===== config.mk =====
export PLATFORM = sky130hd
export DESIGN_NAME = flt_cmd_timer
export DESIGN_NICKNAME = d
export VERILOG_FILES = /design/src/rtl/flt_pkg.sv /design/src/rtl/flt_tickgen.sv /design/src/rtl/flt_seq.sv /design/src/rtl/flt_cmd_timer.sv
export SDC_FILE = /design/constraint.sdc
export NUM_CORES = 1
export LEC_CHECK = 0
export ABC_AREA = 0
export BUFFER_PORTS_ARGS = -buffer_cell sky130_fd_sc_hd__clkbuf_2
export CORE_AREA = 2 2 116 118
export DETAILED_ROUTE_END_ITERATION = 6
export DIE_AREA = 0 0 118 120
export HOLD_SLACK_MARGIN = 0.15
export PLACE_DENSITY = 0.7
export SLEW_MARGIN = 20
export SYNTH_ARGS = -nofsm -noshare
export SYNTH_HDL_FRONTEND = slang
export SYNTH_SLANG_ARGS = --single-unit

===== constraint.sdc =====
create_clock -name clk -period 3.4 [get_ports clk]
set_input_delay 0.51 -clock clk [delete_from_list [all_inputs] [get_ports clk]]
set_output_delay 0.51 -clock clk [all_outputs]
set_load 0.01 [all_outputs]

===== src/rtl/flt_pkg.sv =====
package flt_pkg;
  typedef enum logic [1:0] {
    OP_BYTE  = 2'd0,
    OP_BURST = 2'd1,
    OP_PAGE  = 2'd2,
    OP_MASS  = 2'd3
  } flt_op_e;

  typedef enum logic [2:0] {
    SEL_DIV  = 3'd0,
    SEL_ADDR = 3'd1,
    SEL_DATA = 3'd2,
    SEL_CMD  = 3'd3,
    SEL_STAT = 3'd4
  } flt_sel_e;
endpackage


===== src/rtl/flt_tickgen.sv =====
// Timing-clock generator: one-cycle tick every P bus cycles while enabled.
module flt_tickgen #(
  parameter int DIVF_W = 6
) (
  input  logic              clk,
  input  logic              rst_ni,
  input  logic              en,
  input  logic [DIVF_W-1:0] div_val,
  input  logic              pre8,
  output logic              tick
);
  localparam int CNT_W = DIVF_W + 4;

  logic [CNT_W-1:0] cnt_q, cnt_d, base, per_m1;

  always_comb begin
    base   = CNT_W'(div_val) + CNT_W'(1);
    per_m1 = pre8 ? ((base << 3) - CNT_W'(1)) : (base - CNT_W'(1));
    tick   = en && (cnt_q == per_m1);
    if (!en || tick) cnt_d = '0;
    else             cnt_d = cnt_q + CNT_W'(1);
  end

  always_ff @(posedge clk or negedge rst_ni) begin
    if (!rst_ni) cnt_q <= '0;
    else         cnt_q <= cnt_d;
  end
endmodule


===== src/rtl/flt_seq.sv =====
// Command sequencer: acceptance rules, pulse counting, burst chaining.
module flt_seq import flt_pkg::*; #(
  parameter int ADDR_W    = 16,
  parameter int BYTE_T    = 9,
  parameter int BURST_T   = 4,
  parameter int PAGE_T    = 4000,
  parameter int MASS_T    = 20000,
  parameter int PAGE_BITS = 9
) (
  input  logic              clk,
  input  logic              rst_ni,
  input  logic              tick,
  input  logic              cmd_req,
  input  flt_op_e           cmd_op,
  input  logic [ADDR_W-1:0] cmd_addr,
  input  logic [7:0]        cmd_data,
  input  logic              locked,
  input  logic              err,
  output logic              err_set,
  output logic              run,
  output flt_op_e           op,
  output logic [ADDR_W-1:0] addr,
  output logic [7:0]        data,
  output logic              done,
  output logic              pend
);
  localparam int CNT_W = $clog2(MASS_T + 1);

  logic              run_q, run_d, done_q, done_d, pend_q, pend_d;
  flt_op_e           op_q, op_d;
  logic [ADDR_W-1:0] addr_q, addr_d, paddr_q, paddr_d;
  logic [7:0]        data_q, data_d, pdata_q, pdata_d;
  logic [CNT_W-1:0]  tcnt_q, tcnt_d, tlim_q, tlim_d;
  logic              take_idle, cont_ok, last, is_prog;

  function automatic logic [CNT_W-1:0] full_lim(input flt_op_e o);
    case (o)
      OP_PAGE: full_lim = CNT_W'(PAGE_T - 1);
      OP_MASS: full_lim = CNT_W'(MASS_T - 1);
      default: full_lim = CNT_W'(BYTE_T - 1);
    endcase
  endfunction

  function automatic logic [ADDR_W-1:0] map_addr(input flt_op_e o, input logic [ADDR_W-1:0] a);
    case (o)
      OP_PAGE: map_addr = {a[ADDR_W-1:PAGE_BITS], {PAGE_BITS{1'b0}}};
      OP_MASS: map_addr = '0;
      default: map_addr = a;
    endcase
  endfunction

  always_comb begin
    is_prog   = (op_q == OP_BYTE) || (op_q == OP_BURST);
    take_idle = cmd_req && !err && locked && !run_q;
    cont_ok   = cmd_req && !err && run_q && is_prog && (cmd_op == OP_BURST) && !pend_q;
    err_set   = cmd_req && !err && !take_idle && !cont_ok;
    last      = run_q && tick && (tcnt_q == tlim_q);

    run_d = run_q;   done_d = done_q;  pend_d = pend_q;
    op_d  = op_q;    addr_d = addr_q;  data_d = data_q;
    paddr_d = paddr_q; pdata_d = pdata_q;
    tcnt_d = tcnt_q; tlim_d = tlim_q;

    if (take_idle) begin
      run_d  = 1'b1;
      done_d = 1'b0;
      op_d   = cmd_op;
      addr_d = map_addr(cmd_op, cmd_addr);
      data_d = cmd_data;
      tcnt_d = '0;
      tlim_d = full_lim(cmd_op);
    end else if (run_q) begin
      if (tick) tcnt_d = tcnt_q + CNT_W'(1);
      if (last) begin
        tcnt_d = '0;
        if (pend_q) begin
          op_d   = OP_BURST;
          addr_d = paddr_q;
          data_d = pdata_q;
          tlim_d = CNT_W'(BURST_T - 1);
          pend_d = 1'b0;
        end else if (cont_ok) begin
          op_d   = OP_BURST;
          addr_d = cmd_addr;
          data_d = cmd_data;
          tlim_d = CNT_W'(BURST_T - 1);
        end else begin
          run_d  = 1'b0;
          done_d = 1'b1;
        end
      end else if (cont_ok) begin
        pend_d  = 1'b1;
        paddr_d = cmd_addr;
        pdata_d = cmd_data;
      end
    end
  end

  always_ff @(posedge clk or negedge rst_ni) begin
    if (!rst_ni) begin
      run_q <= 1'b0;  done_q <= 1'b1;  pend_q <= 1'b0;
      op_q  <= OP_BYTE; addr_q <= '0;  data_q <= '0;
      paddr_q <= '0;  pdata_q <= '0;
      tcnt_q <= '0;   tlim_q <= '0;
    end else begin
      run_q <= run_d;  done_q <= done_d;  pend_q <= pend_d;
      op_q  <= op_d;   addr_q <= addr_d;  data_q <= data_d;
      paddr_q <= paddr_d; pdata_q <= pdata_d;
      tcnt_q <= tcnt_d;   tlim_q <= tlim_d;
    end
  end

  assign run  = run_q;
  assign op   = op_q;
  assign addr = addr_q;
  assign data = data_q;
  assign done = done_q;
  assign pend = pend_q;
endmodule


===== src/rtl/flt_cmd_timer.sv =====
// Top: register file, reset synchroniser, tick generator and sequencer.
module flt_cmd_timer import flt_pkg::*; #(
  parameter int ADDR_W     = 16,
  parameter int BUS_W      = 16,
  parameter int DIVF_W     = 6,
  parameter int BYTE_T     = 9,
  parameter int BURST_T    = 4,
  parameter int PAGE_T     = 4000,
  parameter int MASS_T     = 20000,
  parameter int PAGE_BYTES = 512
) (
  input  logic              clk,
  input  logic              rst_n,
  input  logic              bus_wr,
  input  logic [2:0]        bus_sel,
  input  logic [BUS_W-1:0]  bus_wdata,
  output logic              hv_en,
  output logic [1:0]        arr_op,
  output logic [ADDR_W-1:0] arr_addr,
  output logic [7:0]        arr_data,
  output logic              cmd_done,
  output logic              buf_empty,
  output logic              acc_err,
  output logic              div_locked,
  output logic [DIVF_W:0]   div_value
);
  localparam int PAGE_BITS = $clog2(PAGE_BYTES);
  localparam int DREG_W    = DIVF_W + 1;

  logic [1:0]        rsync_q;
  logic              rst_ni;
  logic [DREG_W-1:0] div_q, div_d;
  logic              lock_q, lock_d, err_q, err_d;
  logic [ADDR_W-1:0] areg_q, areg_d;
  logic [7:0]        dreg_q, dreg_d;
  logic              cmd_req, err_set, tick, run, pend, done;
  flt_op_e           op;

  always_ff @(posedge clk or negedge rst_n) begin
    if (!rst_n) rsync_q <= 2'b00;
    else        rsync_q <= {rsync_q[0], 1'b1};
  end
  assign rst_ni = rsync_q[1];

  always_comb begin
    cmd_req = bus_wr && (bus_sel == SEL_CMD);
    div_d = div_q;  lock_d = lock_q;
    areg_d = areg_q; dreg_d = dreg_q;
    err_d = err_q;
    if (bus_wr && (bus_sel == SEL_DIV) && !lock_q && !err_q) begin
      div_d  = bus_wdata[DREG_W-1:0];
      lock_d = 1'b1;
    end
    if (bus_wr && (bus_sel == SEL_ADDR)) areg_d = bus_wdata[ADDR_W-1:0];
    if (bus_wr && (bus_sel == SEL_DATA)) dreg_d = bus_wdata[7:0];
    if (bus_wr && (bus_sel == SEL_STAT) && bus_wdata[0]) err_d = 1'b0;
    if (err_set) err_d = 1'b1;
  end

  always_ff @(posedge clk or negedge rst_ni) begin
    if (!rst_ni) begin
      div_q <= '0; lock_q <= 1'b0; err_q <= 1'b0;
      areg_q <= '0; dreg_q <= '0;
    end else begin
      div_q <= div_d; lock_q <= lock_d; err_q <= err_d;
      areg_q <= areg_d; dreg_q <= dreg_d;
    end
  end

  flt_tickgen #(.DIVF_W(DIVF_W)) u_tick (
    .clk(clk), .rst_ni(rst_ni), .en(run),
    .div_val(div_q[DIVF_W-1:0]), .pre8(div_q[DIVF_W]), .tick(tick)
  );

  flt_seq #(
    .ADDR_W(ADDR_W), .BYTE_T(BYTE_T), .BURST_T(BURST_T),
    .PAGE_T(PAGE_T), .MASS_T(MASS_T), .PAGE_BITS(PAGE_BITS)
  ) u_seq (
    .clk(clk), .rst_ni(rst_ni), .tick(tick), .cmd_req(cmd_req),
    .cmd_op(flt_op_e'(bus_wdata[1:0])), .cmd_addr(areg_q), .cmd_data(dreg_q),
    .locked(lock_q), .err(err_q), .err_set(err_set),
    .run(run), .op(op), .addr(arr_addr), .data(arr_data),
    .done(done), .pend(pend)
  );

  assign hv_en      = run;
  assign arr_op     = op;
  assign cmd_done   = done;
  assign buf_empty  = !pend;
  assign acc_err    = err_q;
  assign div_locked = lock_q;
  assign div_value  = div_q;
endmodule


Word level (Yosys, flattened, before mapping)
Cells that the tools add are included.
W data, S select, Z words.
{"block": "op_classes", "bitwise_logic": 2, "mux": 42, "eq_ne": 12, "addsub": 5, "n_reduce_logical": 41}
{"op": "$mux W15", "n": 9}
{"op": "$mux W16", "n": 5}
{"op": "$mux W8", "n": 5}
{"op": "$pmux W16 S2", "n": 1}
{"op": "$pmux W15 S2", "n": 1}
{"op": "$logic_and A1 B1 Y1", "n": 20}
{"op": "$mux W10", "n": 2}
{"op": "$sub A10 B1 Y10 const B", "n": 2}
{"op": "$add A15 B1 Y15 const B", "n": 1}
{"op": "$eq A15 B15 Y1", "n": 1}
{"op": "$mux W1", "n": 14}
{"op": "$add A10 B1 Y10 const B", "n": 1}
{"op": "$eq A10 B10 Y1", "n": 1}
{"op": "$mux W2", "n": 5}
{"op": "$reduce_and A4 Y1", "n": 2}
{"op": "$reduce_bool A2 Y1", "n": 4}
{"op": "$add A6 B1 Y7 const B", "n": 1}
{"op": "$eq A3 B2 Y1 const B", "n": 2}
{"op": "$logic_not A1 Y1", "n": 6}
{"op": "$reduce_and A3 Y1", "n": 2}
{"op": "$reduce_bool A3 Y1", "n": 2}
{"op": "$eq A2 B1 Y1 const B", "n": 2}
{"op": "$eq A2 B2 Y1 const B", "n": 2}
{"op": "$eq A3 B1 Y1 const B", "n": 1}
{"op": "other kinds (8)", "n": 10}
{"block": "word_totals", "in_bits": 22, "word_cells": 119, "out_inout_bits": 38, "regBits": 128}

Longest topological paths before layout
Gate-level depths: netlist (run 1).
{"block": "logic_depth", "depth_word": 12, "mapped_depth": 13, "depth_no_buf": 10}

By module
Synthesis (run 1) repeated with hierarchy kept, for this count alone.
{"block": "hier_totals", "hier_cells": 505, "hier_area_um2": 5831.8}
{"module": "flt_seq", "area_each_um2": 3378.2, "seq_area_each_um2": 1828.0, "n_inst": 1, "cells_per_inst": 301}
{"module": "flt_cmd_timer", "area_each_um2": 1376.3, "seq_area_each_um2": 875.8, "n_inst": 1, "cells_per_inst": 81}
{"module": "flt_tickgen", "area_each_um2": 1077.3, "seq_area_each_um2": 250.2, "n_inst": 1, "cells_per_inst": 123}

Worst setup path after synthesis (run 1)
No wires, ideal clock.
{"block": "synth_path", "kind": "reg-to-reg", "startpoint": "register div_q[1] (netlist: div_value[1])", "endpoint": "register u_seq.paddr_q[10]", "required_time_ns": 3.275, "period_less_slack_ns": 3.363, "t_arrival_ns": 3.238, "path_slack_ns": 0.037, "stages_incl_launch_ff": 14, "cell_sequence": "dfrtp_1 -> ha_1 -> buf_2 -> nor2_1 -> nor2_1 -> o2111a_1 -> or4_4 -> nor4_4 -> o2111ai_4 -> or2_1 -> buf_6 -> nand2_8 -> buf_12 -> mux2_4"}
{"block": "synth_between", "elab_chain_len": 9, "word_cells_on_any_way": 10, "cone_classes": "3 x add/sub; 1 x eq/ne; 1 x mux; 1 x bitwise; 4 x reduce/logical"}
{"item": "start, declared", "line_no": "flt_cmd_timer.sv:32", "rtl": "logic [DREG_W-1:0] div_q, div_d;"}
{"item": "start signal, assigned", "line_no": "flt_cmd_timer.sv:65", "rtl": "div_q <= div_d; lock_q <= lock_d; err_q <= err_d;"}
{"item": "$add A6 B1 Y7 *", "line_no": "flt_tickgen.sv:17", "rtl": "base = CNT_W'(div_val) + CNT_W'(1);"}
{"item": "$sub A10 B1 Y10", "line_no": "flt_tickgen.sv:18", "rtl": "per_m1 = pre8 ? ((base << 3) - CNT_W'(1)) : (base - CNT_W'(1));"}
{"item": "$mux W10 *", "line_no": "flt_tickgen.sv:18"}
{"item": "$eq A10 B10 Y1 *", "line_no": "flt_tickgen.sv:19", "rtl": "tick = en && (cnt_q == per_m1);"}
{"item": "$logic_and A1 B1 Y1 *", "line_no": "flt_tickgen.sv:19"}
{"item": "$logic_and A1 B1 Y1 * (2 in a row)", "line_no": "flt_seq.sv:57", "rtl": "last = run_q && tick && (tcnt_q == tlim_q);"}
{"item": "$not A1 Y1 (no source line) *"}
{"item": "$reduce_and A4 Y1 (no source line) *"}
{"item": "end signal, assigned", "line_no": "flt_seq.sv:108", "rtl": "paddr_q <= paddr_d; pdata_q <= pdata_d;"}
{"item": "end, declared", "line_no": "flt_seq.sv:31", "rtl": "logic [ADDR_W-1:0] addr_q, addr_d, paddr_q, paddr_d;"}
Mark *: on every way between the ends. The rest lies on a longest branch, timed or not.
A chain may end at the register's enable or synchronous reset.

Final worst setup path (run 1)
{"block": "layout_path", "startpoint": "register div_q[1] (netlist: div_value[1])", "endpoint": "register u_seq.pdata_q[7]"}
{"block": "layout_between", "elab_chain_len": 9, "word_cells_on_any_way": 10, "cone_classes": "3 x add/sub; 1 x eq/ne; 1 x mux; 1 x bitwise; 4 x reduce/logical"}
{"item": "$add A6 B1 Y7 *", "line_no": "flt_tickgen.sv:17"}
{"item": "$sub A10 B1 Y10", "line_no": "flt_tickgen.sv:18"}
{"item": "$mux W10 *", "line_no": "flt_tickgen.sv:18"}
{"item": "$eq A10 B10 Y1 *", "line_no": "flt_tickgen.sv:19"}
{"item": "$logic_and A1 B1 Y1 *", "line_no": "flt_tickgen.sv:19"}
{"item": "$logic_and A1 B1 Y1 * (2 in a row)", "line_no": "flt_seq.sv:57"}
{"item": "$not A1 Y1 (no source line) *"}
{"item": "$reduce_and A4 Y1 (no source line) *"}
{"item": "end signal, assigned", "line_no": "flt_seq.sv:108"}
{"item": "end, declared", "line_no": "flt_seq.sv:32", "rtl": "logic [7:0] data_q, data_d, pdata_q, pdata_d;"}
Marked as above.

==> results of run 1 <==
registers in the layout, summed over array words and instances, names as in the netlist, 2 cells and up:
register and flops:
areg_q 16, u_seq.addr 16, u_seq.paddr_q 16, u_seq.tcnt_q 15, u_tick.cnt_q 10, dreg_q 8
u_seq.data 8, u_seq.pdata_q 8, div_value 7, u_seq.tlim_q 5, rsync_q 2, u_seq.op 2
routing by layer:
metal	track usage	part of all wire
met5	0	0
met4	0.0753	0.0089
met3	0.0556	0.054
met2	0.375	0.48
met1	0.320	0.45
cell families after synthesis:
kind of cell / Yosys count / synth area share
buffers and inverters: 48 / 0.0397
XOR/XNOR: 20 / 0.0301
other: 1 / 0.000598
adder cells (fa/ha/maj): 3 / 0.00598
multiplexers: 75 / 0.146
AO/OA/AOI/OAI: 108 / 0.127
AND/OR/NAND/NOR: 207 / 0.180
flip-flops: 118 / 0.471
power by group through the flow:
| stage | clock network [mW] | registers, mW | logic (mW) |
|---|---|---|---|
| after global placement | 0 | 2.10 | 1.67 |
| after detailed placement | 0 | 2.12 | 1.71 |
| after CTS | 1.75 | 2.10 | 1.73 |
| after global routing | 1.82 | 2.16 | 1.97 |
| final | 1.72 | 2.10 | 1.81 |
| after floorplan | 0 | 2.07 | 1.09 |
worst register-to-register path, cell delays in order (launching register included):
cell       delay, ns
dfrtp_1         0.39
ha_2            0.34
buf_6           0.13
nor2b_4         0.04
mux2i_2         0.17
o2111a_1        0.27
or4_4           0.55
nor4_4          0.28
o2111ai_4       0.18
or2_4           0.37
nand2_4         0.20
mux2_4          0.33
final cells by class:
class | instances | area [um^2]
Inverter | 16 | 60.1
Clock buffer | 17 | 425
Sequential cell | 118 | 2960
Timing Repair Buffer | 99 | 614
Multi-Input combinational cell | 416 | 3180
Fill cell | 1070 | 5380
Tap cell | 176 | 220
Clock inverter | 15 | 144
cells in the final DEF (no fill, tap or decap), drive strengths merged, types with 8 or more instances in the layout:
| cell type | count |
|---|---|
| a211oi | 11 |
| nor4 | 8 |
| xnor2 | 14 |
| a22o | 17 |
| o21ai | 18 |
| nand3 | 25 |
| nand2b | 8 |
| inv | 23 |
| dfrtp | 117 |
| mux2 | 70 |
| nor3 | 23 |
| clkbuf | 76 |
| nor2 | 57 |
| a21oi | 22 |
| buf | 39 |
| nand2 | 31 |
| and3 | 9 |
path summary, 6_finish.rpt:
check	endpoint	from	cells after the start	slack, ns
worst max-delay path	u_seq.pdata_q[7]$_DFFE_PN0P_	div_value[1]$_DFFE_PN0P_	11	0.02
worst min-delay path	areg_q[12]$_DFFE_PN0P_	bus_wdata[12]	2	0.32
worst max register to register	u_seq.pdata_q[7]$_DFFE_PN0P_	div_value[1]$_DFFE_PN0P_	11	0.02
worst min register to register	rsync_q[1]$_DFF_PN0_	rsync_q[0]$_DFF_PN0_	0	0.36
max in group asynchronous	u_seq.done$_DFFE_PN1P_	rsync_q[1]$_DFF_PN0_	1	2.19
min in group asynchronous	u_seq.paddr_q[4]$_DFFE_PN0P_	rsync_q[1]$_DFF_PN0_	0	0.37
what timing repair did:
| item | 4_1_cts | 5_1_grt |
|---|---|---|
| pin swaps | 1 | 5 |
| hold buffers | 1 | 0 |
| cloned | 1 | 1 |
| gates resized for setup | 2 | 18 |
| endpoints found under the hold margin | 2 | 0 |
| endpoints found under the setup margin | 21 | 64 |
metrics by stage:
stage	hold WS (ns)	setup WS (ns)	power (mW)	utilization
3_5_place_dp	0.296	-0.0995	3.83	0.533
5_1_grt	0.317	-0.0256	5.95	0.586
3_3_place_gp	0.294	-0.0197	3.77	0.533
4_1_cts	0.313	0.0125	5.57	0.579
2_1_floorplan	0.214	0.0366	3.16	-
6_report	0.325	0.0235	5.64	0.586
==> results by group, run 1 <==
Routing
  • Via density per instance: 5.83
  • DRC viols: 0
  • Routed Antenna Nets: 0
  • Initial DRT Pass Iterations: 5
  • DRT iter0 DRCs: about 600
  • WL final: around 16 mm
  • Via count: about 5.0k
  • Drt wl/cell: roughly 19 um

STA
  • Fin. max-slew vios: 0
  • Actual slew at the worst max-slew pin: 0.698 ns
  • Worst relative slew slack: 0.533
  • Setup violators final: 0
  • RSZ-0062 raised after global routing: true
  • Setup_tns: 0 ns
  • Final Hold Vio Count: 0
  • Fmax: between 200 and 300 MHz
  • Clock skew: ~0.0099 ns
  • Final worst path period need: between 3 and 4 ns
  • Crit share post-route: 0.993

Cells and area
  • Antenna cells: 0
  • Fin nets: 693
  • Post-route design area: around 0.0076 mm^2
  • P&R area growth vs syn: 21.1%
  • Final Non-Filler Cells: ~860
  • Layout cells sized above 1: 0.325

Placement
  • Placed cells: around 800
  • DPL Wire Length: between 10 and 15 mm
  • Placed Instance Area: ~0.0069 mm^2
  • # port buffers: approximately 60
  • RePlAce Congestion: roughly 1.0

Synthesis
  • EDFF count, synth: 0
  • Synth cell count leaders: dfrtp_1, nor2_1, mux2_2, nand2_1, nand3_1
  • Synth top area cells: dfrtp_1, mux2_2, mux2_4, nor2_1, mux2_1
  • Avg Inst Size Synth: approximately 11 um^2
  • Synth warn: 0
  • Yosys top cell area share: 0.467
  • Sequential share of the synthesized area: 0.471
  • Syn Inst Count: 580
  • Most common cell in the netlist: dfrtp_1
  • Flops & latches, synth: around 120
  • Mapped Area: roughly 0.0063 mm^2
  • Area leader, netlist: dfrtp_1
  • Post-synth ARST share: 1.00
  • Syn Nets: just over 600
  • Yosys cell types: 74
  • Ys flop type: dfrtp_1

GRT
  • GR Overflow Total: 0
  • Initial antenna violation count: 0
  • Largest net degree at the start of global routing: 65
  • First-pass GRT wire length: around 26 mm
  • Via count of the first global-routing pass: 5014
  • GRT Util Overall: 0.236

Setup path
  • CP bufs+invs: 1
  • Critical path, cell by cell: ha_2 > buf_6 > nor2b_4 > mux2i_2 > o2111a_1 > or4_4 > nor4_4 > o2111ai_4 > or2_4 > nand2_4 > mux2_4
  • CP delay by family, top: simple AND/OR/NAND/NOR gates
  • Startpoint class of the critical path: flop
  • Crit path kind: flop to flop
  • Critical Path RT: about 3.7 ns
  • Critical-path maximum fanout: 7
  • CP max-delay cell: or4_4
  • Crit path DAT: about 3.7 ns
  • Setup crit end kind: flop
  • Critical Path Max Stage Delay: between 0.5 and 0.6 ns

Power
  • Leakage: between 3 and 4 nW
  • Combinational share of power: 0.322
  • P_int: ~3.6 mW
  • Net Switching: slightly above 2 mW
  • VDD IR max: roughly 0.43 mV
  • Pwr Density: between 700 and 800 mW/mm^2
  • Flop pwr share: 0.373
  • Switching Fraction: 0.356
  • Clk pwr share: 0.306

CTS
  • Worst-path clk slew: ~0.060 ns
  • Cts bufs inserted: 17
  • Root Driver: clkbuf_16
  • CTS tree: built
  • Post CTS Setup Buffer Count: 0
  • CTS H-tree lvls: 4
  • CTS max path bufs: 2
  • Skew-Pair Late Insertion Delay: about 0.42 ns
  • Sink Count: around 120

Die
  • Initial Util: 0.484
  • Die extent in y: around 120 um
  • Die Width: 118 um
  • Cell Rows: 42
  • Core region area: 0.0130 mm^2
  • I/O pin count: 60
  • Die area: 0.0142 mm^2

Outcome
  • Status: finished, final reports clean

Run
  • Maxcap violations: 0

Hold path
  • Hold Path Class: primary input to flop
Power figures use the tool's default switching activity.
==> inputs of run 2 (changes only) <==
- CELL_PAD_IN_SITES_DETAIL_PLACEMENT: not set -> 0
- CELL_PAD_IN_SITES_GLOBAL_PLACEMENT: not set -> 1
- CORE_AREA: 2 2 116 118 -> 2 2 124 126
- DIE_AREA: 0 0 118 120 -> 0 0 126 128
- PLACE_DENSITY: 0.7 -> 0.76
==> run 2 against run 1 <==
  * Critical path depth did not move
  * Non-clock buffer count fell by 3
  * Wire length fell by 4.2%
==> results by group, run 2 (synthesis gave the netlist of run 1 again) <==
Die
  • Core region area: between 0.01 and 0.015 mm^2
  • Initial Util: 0.422
  • Die extent in y: around 130 um
  • Cell Rows: between 40 and 50
  • Die Width: between 100 and 150 um
  • Die area: 0.0161 mm^2
  • I/O pin count: 60

CTS
  • Worst-path clk slew: approximately 0.060 ns
  • Skew-Pair Late Insertion Delay: around 0.4 ns
  • Root Driver: clkbuf_16
  • Cts bufs inserted: 17
  • CTS tree: built
  • Post CTS Setup Buffer Count: 0
  • CTS H-tree lvls: 4
  • Sink Count: 118
  • CTS max path bufs: 2

Cells and area
  • Fin nets: about 700
  • Final Non-Filler Cells: around 860
  • P&R area growth vs syn: 20.3%
  • Most common cell after layout, fill and taps aside: dfrtp_1
  • Post-route design area: roughly 0.0075 mm^2
  • Most frequent cells in the layout: dfrtp_1, clkbuf_2, nor2_1
  • Layout cells sized above 1: 0.314
  • Antenna cells: 0

STA
  • Final hold slack: between 0.3 and 0.4 ns
  • Fmax: between 300 and 400 MHz
  • Worst relative slew slack: 0.502
  • Actual slew at the worst max-slew pin: about 0.74 ns
  • Final worst path period need: 3.26 ns
  • Final Hold Vio Count: 0
  • Setup violators final: 0
  • Clock skew: 0.0101 ns
  • Crit share post-route: 0.960
  • Fin. max-slew vios: 0
  • RSZ-0062 raised after global routing: false

GRT
  • Initial antenna violation count: 0
  • GR Overflow Total: 0
  • Met3 GRT Util: 0.0526
  • Largest net degree at the start of global routing: about 80
  • Met1 usage: 0.262
  • First-pass GRT wire length: approximately 26 mm
  • GR Util met2: 0.339
  • Via count of the first global-routing pass: around 4.9k
  • GRT Util Overall: 0.204
  • Gr busiest metal: met2

Setup path
  • R2R cell count: 11
  • Reg2Reg Launch Point: div_value[1]$_DFFE_PN0P_
  • Crit path kind: flop to flop
  • Setup crit end kind: flop
  • Reg2reg setup slack: approximately 0.14 ns
  • Crit path DAT: 3.56 ns
  • Startpoint class of the critical path: flop
  • Critical Path RT: ~3.7 ns
  • Worst setup path startpoint: div_value[1]$_DFFE_PN0P_
  • Critical-path maximum fanout: 14

Routing
  • Drt wl/cell: approximately 18 um
  • Routed Antenna Nets: 0
  • DRC viols: 0
  • WL final: ~16 mm
  • Initial DRT Pass Iterations: 4
  • Via count: between 4k and 5k
  • DRT iter0 DRCs: ~240
  • Via density per instance: 5.63

Power
  • Pwr Density: between 700 and 800 mW/mm^2
  • VDD IR max: 0.370 mV
  • Leakage: 3.52 nW

Placement
  • # port buffers: 59
  • DPL Wire Length: 11.0 mm
  • RePlAce Congestion: slightly above 0.9
  • Placed cells: roughly 830
  • Placed Instance Area: 0.00691 mm^2

Hold path
  • Hold Path Class: flop to asynchronous set/reset pin

Outcome
  • Status: finished, final reports clean

Run
  • Maxcap violations: 0
run 2: cell types whose count changed in the layout (fill, tap and decap cells not counted), sizes merged:
cell,before,now
clkinvlp,3,5
clkbuf,76,77
inv,23,20
nand2,31,30
buf,39,36
clkinv,4,3
run 2: path summary, 6_finish.rpt:
check                                               end
max                        u_seq.paddr_q[0]$_DFFE_PN0P_
min                               areg_q[3]$_DFFE_PN0P_
max reg2reg                u_seq.paddr_q[0]$_DFFE_PN0P_
min reg2reg                       areg_q[3]$_DFFE_PN0P_
max in group asynchronous        u_seq.done$_DFFE_PN1P_
min in group clk                  areg_q[9]$_DFFE_PN0P_
run 2: metrics by stage:
stage	utilization	TNS, ns	setup slack [ns]	power [mW]
2_1_floorplan	-	0	0.0366	3.16
5_1_grt	0.508	0	0.00550	5.88
3_3_place_gp	0.465	0	0.00251	3.77
3_5_place_dp	0.465	-1.85	-0.0849	3.80
4_1_cts	0.505	0	0.00947	5.52
6_report	0.508	0	0.136	5.54
run 2: timing repair:
item | in CTS | in global routing
gates cloned | 1 | 0
resized for setup | 3 | 11
endpoints found under the hold margin | 2 | 0
hold buffers | 1 | 0
pin swaps | 1 | 0
setup endpoints to repair | 44 | 64
run 2: cell type report:
type	instances	area (um^2)
Fill cell	1379	7310
Multi-Input combinational cell	415	3140
Sequential cell	118	2960
Timing Repair Buffer	96	592
Clock buffer	18	439
Tap cell	188	235
Clock inverter	13	124
Inverter	16	60.1
run 2: power breakdown:
| group | switching (mW) | internal, mW | total, mW |
|---|---|---|---|
| Clock | 0.673 | 1.03 | 1.70 |
| Sequential | 0.353 | 1.73 | 2.08 |
| Combinational | 0.903 | 0.854 | 1.76 |
run 2: critical path, cell delays in order (launching register included):
cell	delay (ns)
dfrtp_1	0.41
buf_4	0.21
a311oi_2	0.31
a31oi_1	0.14
buf_4	0.19
a221oi_1	0.29
a21oi_1	0.13
nor4b_2	0.40
o2111ai_4	0.20
or2_4	0.34
nand2_8	0.18
mux2_2	0.35
run 2: layer usage:
layer  vias up  routed length (um)
li1       2280                   -
met1      2450                7090
met2       114                7520
met3        20                 694
met4         0                 270
met5         -                   0
